File: config.mk
export PLATFORM = sky130hd
export DESIGN_NAME = mmio_console
export DESIGN_NICKNAME = d
export VERILOG_FILES = /design/src/rtl/mmio_console_pkg.sv /design/src/rtl/mc_decode.sv /design/src/rtl/mc_kbd_chan.sv /design/src/rtl/mc_dsp_chan.sv /design/src/rtl/mmio_console.sv
export SDC_FILE = /design/constraint.sdc
export NUM_CORES = 1
export LEC_CHECK = 0
export ABC_AREA = 1
export CAP_MARGIN = 20
export CORE_AREA = 2 2 69 71
export DETAILED_ROUTE_END_ITERATION = 8
export DIE_AREA = 0 0 71 73
export PLACE_DENSITY = 0.94
export SYNTH_ARGS = -nofsm -noshare
export SYNTH_HDL_FRONTEND = slang
export SYNTH_SLANG_ARGS = --single-unit
File: constraint.sdc
create_clock -name clk -period 4.6 [get_ports clk]
set_input_delay 1.15 -clock clk [delete_from_list [all_inputs] [get_ports clk]]
set_output_delay 1.15 -clock clk [all_outputs]
set_load 0.02 [all_outputs]
File: src/rtl/mmio_console_pkg.sv
package mmio_console_pkg;
  localparam int NUM_REGS    = 4;
  localparam int IDX_LSB     = 2;
  localparam int IDX_W       = $clog2(NUM_REGS);
  localparam int CTL_RDY_BIT = 0;
  localparam int CTL_IE_BIT  = 1;
  localparam int CTL_OVR_BIT = 2;

  typedef enum logic [IDX_W-1:0] {
    REG_KCTL = 2'd0,
    REG_KDAT = 2'd1,
    REG_DCTL = 2'd2,
    REG_DDAT = 2'd3
  } reg_idx_e;
endpackage

File: src/rtl/mc_decode.sv
module mc_decode
  import mmio_console_pkg::*;
#(
  parameter int                ADDR_W    = 32,
  parameter logic [ADDR_W-1:0] BASE_ADDR = 32'hFFFF_0000
) (
  input  logic                bus_sel,
  input  logic [ADDR_W-1:0]   bus_addr,
  output logic [NUM_REGS-1:0] reg_oh,
  output logic                hit
);
  localparam int WIN_LSB = IDX_LSB + IDX_W;

  logic in_win;

  assign in_win = (bus_addr[ADDR_W-1:WIN_LSB] == BASE_ADDR[ADDR_W-1:WIN_LSB])
               && (bus_addr[IDX_LSB-1:0] == '0);

  for (genvar g = 0; g < NUM_REGS; g++) begin : g_sel
    assign reg_oh[g] = bus_sel && in_win
                    && (bus_addr[IDX_LSB +: IDX_W] == IDX_W'(g));
  end

  assign hit = |reg_oh;
endmodule

File: src/rtl/mc_kbd_chan.sv
module mc_kbd_chan #(
  parameter int CHAR_W = 8
) (
  input  logic              clk,
  input  logic              rst_n,
  input  logic              in_valid,
  input  logic [CHAR_W-1:0] in_data,
  output logic              in_ready,
  input  logic              ctl_wr,
  input  logic              ctl_rd,
  input  logic              dat_rd,
  input  logic              ie_wdata,
  output logic              rdy,
  output logic              ovr,
  output logic              ie,
  output logic [CHAR_W-1:0] byte_q
);
  // The held byte is always replaceable, so the stream never stalls.
  assign in_ready = 1'b1;

  always_ff @(posedge clk) begin
    if (!rst_n) begin
      rdy    <= 1'b0;
      ovr    <= 1'b0;
      ie     <= 1'b0;
      byte_q <= '0;
    end else begin
      if (ctl_wr) ie <= ie_wdata;

      if (in_valid)    rdy <= 1'b1;
      else if (dat_rd) rdy <= 1'b0;

      // A byte lost only if the held one was unread and not consumed now.
      if (in_valid && rdy && !dat_rd) ovr <= 1'b1;
      else if (ctl_rd)                ovr <= 1'b0;

      if (in_valid) byte_q <= in_data;
    end
  end
endmodule

File: src/rtl/mc_dsp_chan.sv
module mc_dsp_chan #(
  parameter int CHAR_W = 8
) (
  input  logic              clk,
  input  logic              rst_n,
  input  logic              dat_wr,
  input  logic [CHAR_W-1:0] wbyte,
  input  logic              ctl_wr,
  input  logic              ie_wdata,
  output logic              out_valid,
  output logic [CHAR_W-1:0] out_data,
  input  logic              out_ready,
  output logic              rdy,
  output logic              ie
);
  logic pend_q;
  logic take_wr;

  assign rdy       = !pend_q;
  assign take_wr   = dat_wr && rdy;
  assign out_valid = pend_q;

  always_ff @(posedge clk) begin
    if (!rst_n) begin
      pend_q   <= 1'b0;
      out_data <= '0;
      ie       <= 1'b0;
    end else begin
      if (ctl_wr) ie <= ie_wdata;

      if (take_wr) begin
        pend_q   <= 1'b1;
        out_data <= wbyte;
      end else if (pend_q && out_ready) begin
        pend_q <= 1'b0;
      end
    end
  end
endmodule

File: src/rtl/mmio_console.sv
module mmio_console
  import mmio_console_pkg::*;
#(
  parameter int                ADDR_W    = 32,
  parameter int                DATA_W    = 32,
  parameter int                CHAR_W    = 8,
  parameter logic [ADDR_W-1:0] BASE_ADDR = 32'hFFFF_0000
) (
  input  logic              clk,
  input  logic              rst_n,
  input  logic              bus_sel,
  input  logic              bus_we,
  input  logic [ADDR_W-1:0] bus_addr,
  input  logic [DATA_W-1:0] bus_wdata,
  output logic [DATA_W-1:0] bus_rdata,
  output logic              bus_ack,
  input  logic              kb_valid,
  input  logic [CHAR_W-1:0] kb_data,
  output logic              kb_ready,
  output logic              dsp_valid,
  output logic [CHAR_W-1:0] dsp_data,
  input  logic              dsp_ready,
  output logic              irq
);
  logic [NUM_REGS-1:0] reg_oh;
  logic                hit;
  logic                kb_rdy, kb_ovr, kb_ie;
  logic [CHAR_W-1:0]   kb_byte;
  logic                dsp_rdy, dsp_ie;
  logic                rd_en, wr_en;
  logic                unused_wdata;

  assign rd_en        = bus_sel && !bus_we;
  assign wr_en        = bus_sel && bus_we;
  assign unused_wdata = ^bus_wdata[DATA_W-1:CHAR_W];

  mc_decode #(.ADDR_W(ADDR_W), .BASE_ADDR(BASE_ADDR)) u_dec (
    .bus_sel (bus_sel),
    .bus_addr(bus_addr),
    .reg_oh  (reg_oh),
    .hit     (hit)
  );

  mc_kbd_chan #(.CHAR_W(CHAR_W)) u_kbd (
    .clk     (clk),
    .rst_n   (rst_n),
    .in_valid(kb_valid),
    .in_data (kb_data),
    .in_ready(kb_ready),
    .ctl_wr  (wr_en && reg_oh[REG_KCTL]),
    .ctl_rd  (rd_en && reg_oh[REG_KCTL]),
    .dat_rd  (rd_en && reg_oh[REG_KDAT]),
    .ie_wdata(bus_wdata[CTL_IE_BIT]),
    .rdy     (kb_rdy),
    .ovr     (kb_ovr),
    .ie      (kb_ie),
    .byte_q  (kb_byte)
  );

  mc_dsp_chan #(.CHAR_W(CHAR_W)) u_dsp (
    .clk      (clk),
    .rst_n    (rst_n),
    .dat_wr   (wr_en && reg_oh[REG_DDAT]),
    .wbyte    (bus_wdata[CHAR_W-1:0]),
    .ctl_wr   (wr_en && reg_oh[REG_DCTL]),
    .ie_wdata (bus_wdata[CTL_IE_BIT]),
    .out_valid(dsp_valid),
    .out_data (dsp_data),
    .out_ready(dsp_ready),
    .rdy      (dsp_rdy),
    .ie       (dsp_ie)
  );

  always_comb begin
    bus_rdata = '0;
    if (reg_oh[REG_KCTL]) begin
      bus_rdata[CTL_RDY_BIT] = kb_rdy;
      bus_rdata[CTL_IE_BIT]  = kb_ie;
      bus_rdata[CTL_OVR_BIT] = kb_ovr;
    end
    if (reg_oh[REG_KDAT]) bus_rdata[CHAR_W-1:0] = kb_byte;
    if (reg_oh[REG_DCTL]) begin
      bus_rdata[CTL_RDY_BIT] = dsp_rdy;
      bus_rdata[CTL_IE_BIT]  = dsp_ie;
    end
    if (reg_oh[REG_DDAT]) bus_rdata[CHAR_W-1:0] = dsp_data;
  end

  assign bus_ack = hit;
  assign irq     = (kb_rdy && kb_ie) || (dsp_rdy && dsp_ie);
endmodule

==> reports/results.ini, run 1 <==
[timing]
period_minus_slack_ps = 4370
worst_pin_slew_ps = 637
slew_viol_final = 0
hold-worst-slack_ps = 476
hold_viol_final = 0
skew_ps = 3.18
setup_tns_ps = 0
rsz0062_at_grt = no
finalWorstSetupSlack_ps = 232
setup_viol = 0
clock.fmax_mhz = 229
slew-limit-headroom_pct = 57.4
timing.final.crit_share_pct = 95.0

[clocking]
htreeDepth = 1
clk_pin_slew_worst_paths_ps = 80
cts_buffer_depth = 2
postCtsHoldBufs = 0
root_buffer = clkbuf_8
cts_tree = done
numClockSinks = 21
cts_inserted_buffers = 3
clkLatencyLatePin_ps = 250

[power]
leakage_uw = 0.00114
p_int_uw = 298
clkPwrFrac_pct = 28.9
vdd_ir_drop_max_mv = 0.177
seqPwrFrac_pct = 46.9
p_comb_share_pct = 24.2
p_sw_share_pct = 26.9
p_per_area_mw_per_mm2 = 180
p_total_uw = 408
switching_power_uw = 110

[finish]
n_antenna_cell = 0
drive_above_1_share_pct = 3.94
fillers = 448
multi_input_area_um2 = 851
final_nets = 409
fin_util_pct = 50.0
seq_area_um2 = 420
layout_common_cells = 66 x clkdlybuf4s50_1, 63 x nor2_1, 57 x nand2_1
area_growth_pct = 47.6
layout_commonest_cell = clkdlybuf4s50_1

[synthesis]
synthSimpleGateAreaFrac_pct = 42.1
synth_top_family_by_area = simple AND/OR/NAND/NOR gates
synth_compound_gate_area_share_pct = 7.08
synth.avg_cell_area_um2 = 5.94
yosys_warnings = 0
synth_cells = 259
synthAdderAreaFrac_pct = 0
yosysSeqAreaShare_pct = 27.3
synth-seq-cells = 21
yosys.area_share.xor_xnor_pct = 0
netlist-cell-type-count = 25
synthMuxAreaShare_pct = 0
syn_area_mm2 = 0.00154

[place]
gp_congestion = 0.889
dp_hpwl_um = 3360
place_ws_ps = 179
io_buffers = 72

[route]
wl_um = 4110
vias_per_cell = 4.60
dr_total_vias = 1766
drc = 0
antenna_left = 0
drt_iter0_markers = 108
drtPass1Iterations = 5
avgRoutedWirePerCell_um = 10.7

[grt]
first_global_vias = 1662
grt_util_all_layers_pct = 15.1
antenna_found_initial = 0
grt_max_degree = 20
grt_pass1_wl_um = 6640
overflow = 0

[critical_path]
arrival_ps = 3220
crit_required_ps = 3450
start_kind = input pin
endpoint_kind = primary output
crit_type = in -> out
crit_path_max_fanout = 3

[die]
fp.dieW_um = 71
row_count = 25
die_area_mm2 = 0.00518
io_pins = 122
dieHeight_um = 73
coreArea_mm2 = 0.00454
start_util_pct = 33.9

[status]
status = finished, final reports clean

[flow_run]
maxCapViolations = 0

[hold_path]
hold_class = reg -> reg

## sequential cells by signal, summed over array words and instances, names as in the netlist
signal,flops
u_dsp.out_data,8
u_kbd.byte_q,8
u_dsp.ie,1
u_dsp.out_valid,1
u_kbd.ie,1
u_kbd.ovr,1
u_kbd.rdy,1
## cell type report
class	count	share of cell area [%]
clock buffers	4	1.98
flip-flops and latches	21	18.5
repair buffers	76	33.7
well taps	54	2.98
inverters	32	5.29
multi-input cells	197	37.5
## power by group through the flow
stage	registers [µW]	logic, µW	clock network [µW]
floorplan	194	60.1	0
global placement	195	95.6	0
detailed placement	195	97.8	0
CTS	191	98.3	122
global route	192	108	128
finish	191	98.8	118
## path summary, 6_finish.rpt
kind                                       from           endpoint  slack, ps  depth (start not counted)
worst min register to register        u_kbd.ovr          u_kbd.ovr        480                          2
worst max-delay path               bus_addr[26]       bus_rdata[0]        230                         11
worst min-delay path                  u_kbd.ovr          u_kbd.ovr        480                          2
worst max register to register  u_dsp.out_valid  u_dsp.out_data[5]       3410                          5
## synthesized netlist by cell type
master    instances  area share (%)
nand2_2           1            0.41
nand4_4           1             1.4
o211ai_1          1            0.49
buf_4            25              12
o21ai_0          10             3.3
nor2b_1           1            0.41
buf_2             3            0.98
inv_2             1            0.24
clkinv_1          1            0.24
nand3_1          12             3.9
buf_6             2             1.5
nand4_1          10             4.1
inv_1            30             7.3
a31oi_1           1            0.41
a21oi_1           4             1.3
o21ai_1           5             1.6
nor2_1           63              15
nand2_1          57              14
nand3b_1          1            0.49
clkbuf_1          2            0.49
nor3_1            2            0.65
nor2_4            1            0.73
conb_1            2            0.49
nor2_2            2            0.81
dfxtp_1          21              27
## metrics by stage
| stage | area (µm²) | std cells |
|---|---|---|
| after detailed placement | 2200 | 379 |
| final | 2270 | 384 |
| after global routing | 2270 | 384 |
| after floorplan | 1620 | 282 |
| after CTS | 2250 | 383 |
| after global placement | 2200 | 379 |
## worst max-delay path, stage by stage
cell and delay [ps]:
clkdlybuf4s50_1 490, nand2_1 80, nor2_1 110, nand3_1 90
nor2_1 150, nand2_1 90, nor2_1 160, buf_4 140
nand3_1 60, nand3b_1 80, clkdlybuf4s50_1 610
## metal layers
metal	track usage [%]	vias up	routed length [µm]
met5	0	-	0
met4	2.52	0	29
met3	3.87	4	427
met2	29.2	97	2040
met1	16.9	775	1620
li1	-	890	-
## repair_timing
action,4_1_cts,5_1_grt
buffers inserted,0,1
resized for setup,0,6
endpoints found under the setup margin,0,8
## logic make-up (layout without fill, tap and decap cells)
group / after synthesis / in the layout
other cells: 2 / 25
simple gates: 151 / 151
flops: 21 / 21
buf+inv: 64 / 112
compound gates: 21 / 21
Power figures use the tool's default switching activity.
==> run 2: changes to the inputs <==
Settings changed: SKIP_CTS_REPAIR_TIMING set to 1.
==> results of run 2 <==
The final DEF is identical to that of run 1; final timing and power are the same.
==> run 3: changes to the inputs <==
Settings changed: CORE_AREA 2 2 69 71 to 4 4 71 73, DIE_AREA 0 0 71 73 to 0 0 75 77.
==> run 3 against run 2 <==
- worst hold slack got worse by 3.4 ps
- global-route usage is 1.1 points lower
- non-clock buffer count down 1
- clock skew is 1.0 ps lower
- wire length up 3.2%
- flip-flop and latch count unchanged
- critical endpoint unchanged
- design area shrank 0.61%
- critical path depth is 1 lower
- utilization increased by 1.8 points
==> reports/results.ini, run 3 (same netlist as run 1, synthesis figures left out) <==
[status]
status = finished, final reports clean

[finish]
n_antenna_cell = 0  ; unchanged
layout_commonest_cell = clkdlybuf4s50_1
drive_above_1_share_pct = 3.95  ; +0.012 points
final_nets = 408  ; -0.24%
largest_registers = u_dsp.out_data: 8 flops, u_kbd.byte_q: 8 flops
fin_area_mm2 = 0.00226  ; -0.61%
area_growth_pct = 46.7
layout_common_cells = 68 x clkdlybuf4s50_1, 63 x nor2_1, 57 x nand2_1
fillers = 428  ; -4.5%

[timing]
timing.final.crit_share_pct = 95.3  ; +0.36 points
slew_viol_final = 0  ; unchanged
skew_ps = 2.18  ; -1.01 ps
period_minus_slack_ps = 4380  ; +16.5 ps
setup_viol = 0  ; unchanged
clock.fmax_mhz = 228  ; -0.38%
worst_pin_slew_ps = 607  ; -29.9 ps
rsz0062_at_grt = no
hold_viol_final = 0  ; unchanged
setup_tns_ps = 0  ; unchanged
slew-limit-headroom_pct = 59.4  ; +2.0 points

[power]
seqPwrFrac_pct = 47.1  ; +0.2 points
p_sw_share_pct = 27.0  ; +0.095 points
p_total_uw = 406  ; -0.51%
p_comb_share_pct = 24.0  ; -0.2 points
p_per_area_mw_per_mm2 = 180  ; about the same
clkPwrFrac_pct = 28.9  ; about the same
switching_power_uw = 109  ; -0.17%
vdd_ir_drop_max_mv = 0.137  ; -23%
p_int_uw = 296  ; -0.64%
leakage_uw = 0.00110  ; -3.5%

[hold_path]
hp-start = u_kbd.ovr
whs_endpoint = u_kbd.ovr
whs_path_depth = 2  ; unchanged
hold_class = reg -> reg

[clocking]
numClockSinks = 21  ; unchanged
clkLatencyLatePin_ps = 250  ; about the same
htreeDepth = 1  ; unchanged
clk_pin_slew_worst_paths_ps = 70  ; about the same
root_buffer = clkbuf_8
cts_inserted_buffers = 3  ; unchanged
cts_buffer_depth = 2  ; unchanged
cts_tree = done

[route]
avgRoutedWirePerCell_um = 11.1  ; +4.0%
drtPass1Iterations = 4  ; -1
drc = 0  ; unchanged
antenna_left = 0  ; unchanged
dr_total_vias = 1736  ; -1.7%
drt_iter0_markers = 107  ; -0.93%
vias_per_cell = 4.56  ; -0.92%
wl_um = 4240  ; +3.2%

[grt]
first_global_vias = 1591  ; -4.3%
grt_max_degree = 20  ; unchanged
grt_pass1_wl_um = 6650  ; +0.21%
grt_util_all_layers_pct = 14.0  ; -1.1 points
antenna_found_initial = 0  ; unchanged
overflow = 0  ; unchanged

[die]
io_pins = 122  ; unchanged
dieHeight_um = 77  ; +5.5%
die_area_mm2 = 0.00578  ; +11%
fp.dieW_um = 75  ; +5.6%
start_util_pct = 35.3  ; +1.4 points
coreArea_mm2 = 0.00435  ; -4.0%
row_count = 24  ; -4.0%

[critical_path]
worstPathCellList = clkdlybuf4s50_1, nor2_1, nand2_1, nor2_1, nand2_1, nor2_4, nand3_1, nor2_1, nand3b_1, clkdlybuf4s50_1
arrival_ps = 3230  ; about the same
crit_required_ps = 3450  ; about the same
crit_path_max_fanout = 10  ; +7
r2r_end = u_dsp.out_data[5]
endpoint_kind = primary output
r2r_start = u_dsp.out_valid
crit_type = in -> out
reg2reg_depth = 5  ; unchanged
max_stage_delay_ps = 610  ; about the same
cpMostUsedCell = nor2_1
rrSetupSlack_ps = 3420  ; about the same
start_kind = input pin
critPathSlowestCell = clkdlybuf4s50_1

[flow_run]
maxCapViolations = 0  ; unchanged

[place]
postPlaceCellArea_mm2 = 0.00220  ; -0.11%
dp_hpwl_um = 3550  ; +5.9%
io_buffers = 72  ; unchanged
gp_congestion = 0.872  ; -2.0%

run 3: cell count changes in the layout (fill, tap and decap cells not counted):
cell,delta
clkbuf_1,-1
dlymetal6s2s_1,-2
buf_4,-1
clkinv_2,+1
clkdlybuf4s50_1,+2
run 3: through the flow:
step	utilization (%)	worst slack [ps]	hold slack, ps	cells
CTS	51.6	192	476	381
global route	51.8	10.3	506	381
floorplan	-	1180	443	282
global placement	50.5	245	455	377
detailed placement	50.5	208	464	377
finish	51.8	215	472	381
run 3: per-layer routing:
| metal | track usage [%] | share of wire (%) |
|---|---|---|
| met1 | 15.2 | 37 |
| met2 | 25.3 | 49 |
| met5 | 0 | 0 |
| met4 | 4.09 | 0.85 |
| met3 | 4.31 | 13 |
run 3: area by class of cell:
cell class / instances / area [µm²] / area share (%)
clock buffers: 3 / 41.3 / 1.83
clock inverters: 1 / 5.00 / 0.222
inverters: 32 / 120 / 5.32
multi-input cells: 197 / 851 / 37.7
flip-flops and latches: 21 / 420 / 18.6
well taps: 52 / 65.1 / 2.88
repair buffers: 75 / 753 / 33.4
run 3: worst max path at each step:
stage,startpoint,endpoint,slack [ps]
2_1_floorplan,bus_addr[4],bus_rdata[2],1180
3_3_place_gp,bus_addr[19],bus_rdata[4],240
3_5_place_dp,bus_addr[19],bus_rdata[3],210
4_1_cts,bus_addr[19],bus_rdata[4],190
5_1_grt,bus_addr[18],bus_rdata[5],10
6_report,bus_addr[1],bus_rdata[0],220
run 3: power by group through the flow:
stage | Sequential [µW] | Clock [µW] | Combinational (µW)
2_1_floorplan | 194 | 0 | 60.1
3_3_place_gp | 195 | 0 | 94.6
3_5_place_dp | 195 | 0 | 96.6
4_1_cts | 191 | 123 | 97.1
5_1_grt | 192 | 129 | 107
6_report | 191 | 117 | 97.3
run 3: critical path, delay by kind of cell:
kind,cells,cell delay (ps)
buffers and inverters,2,1050
and+or+nand+nor,8,1030
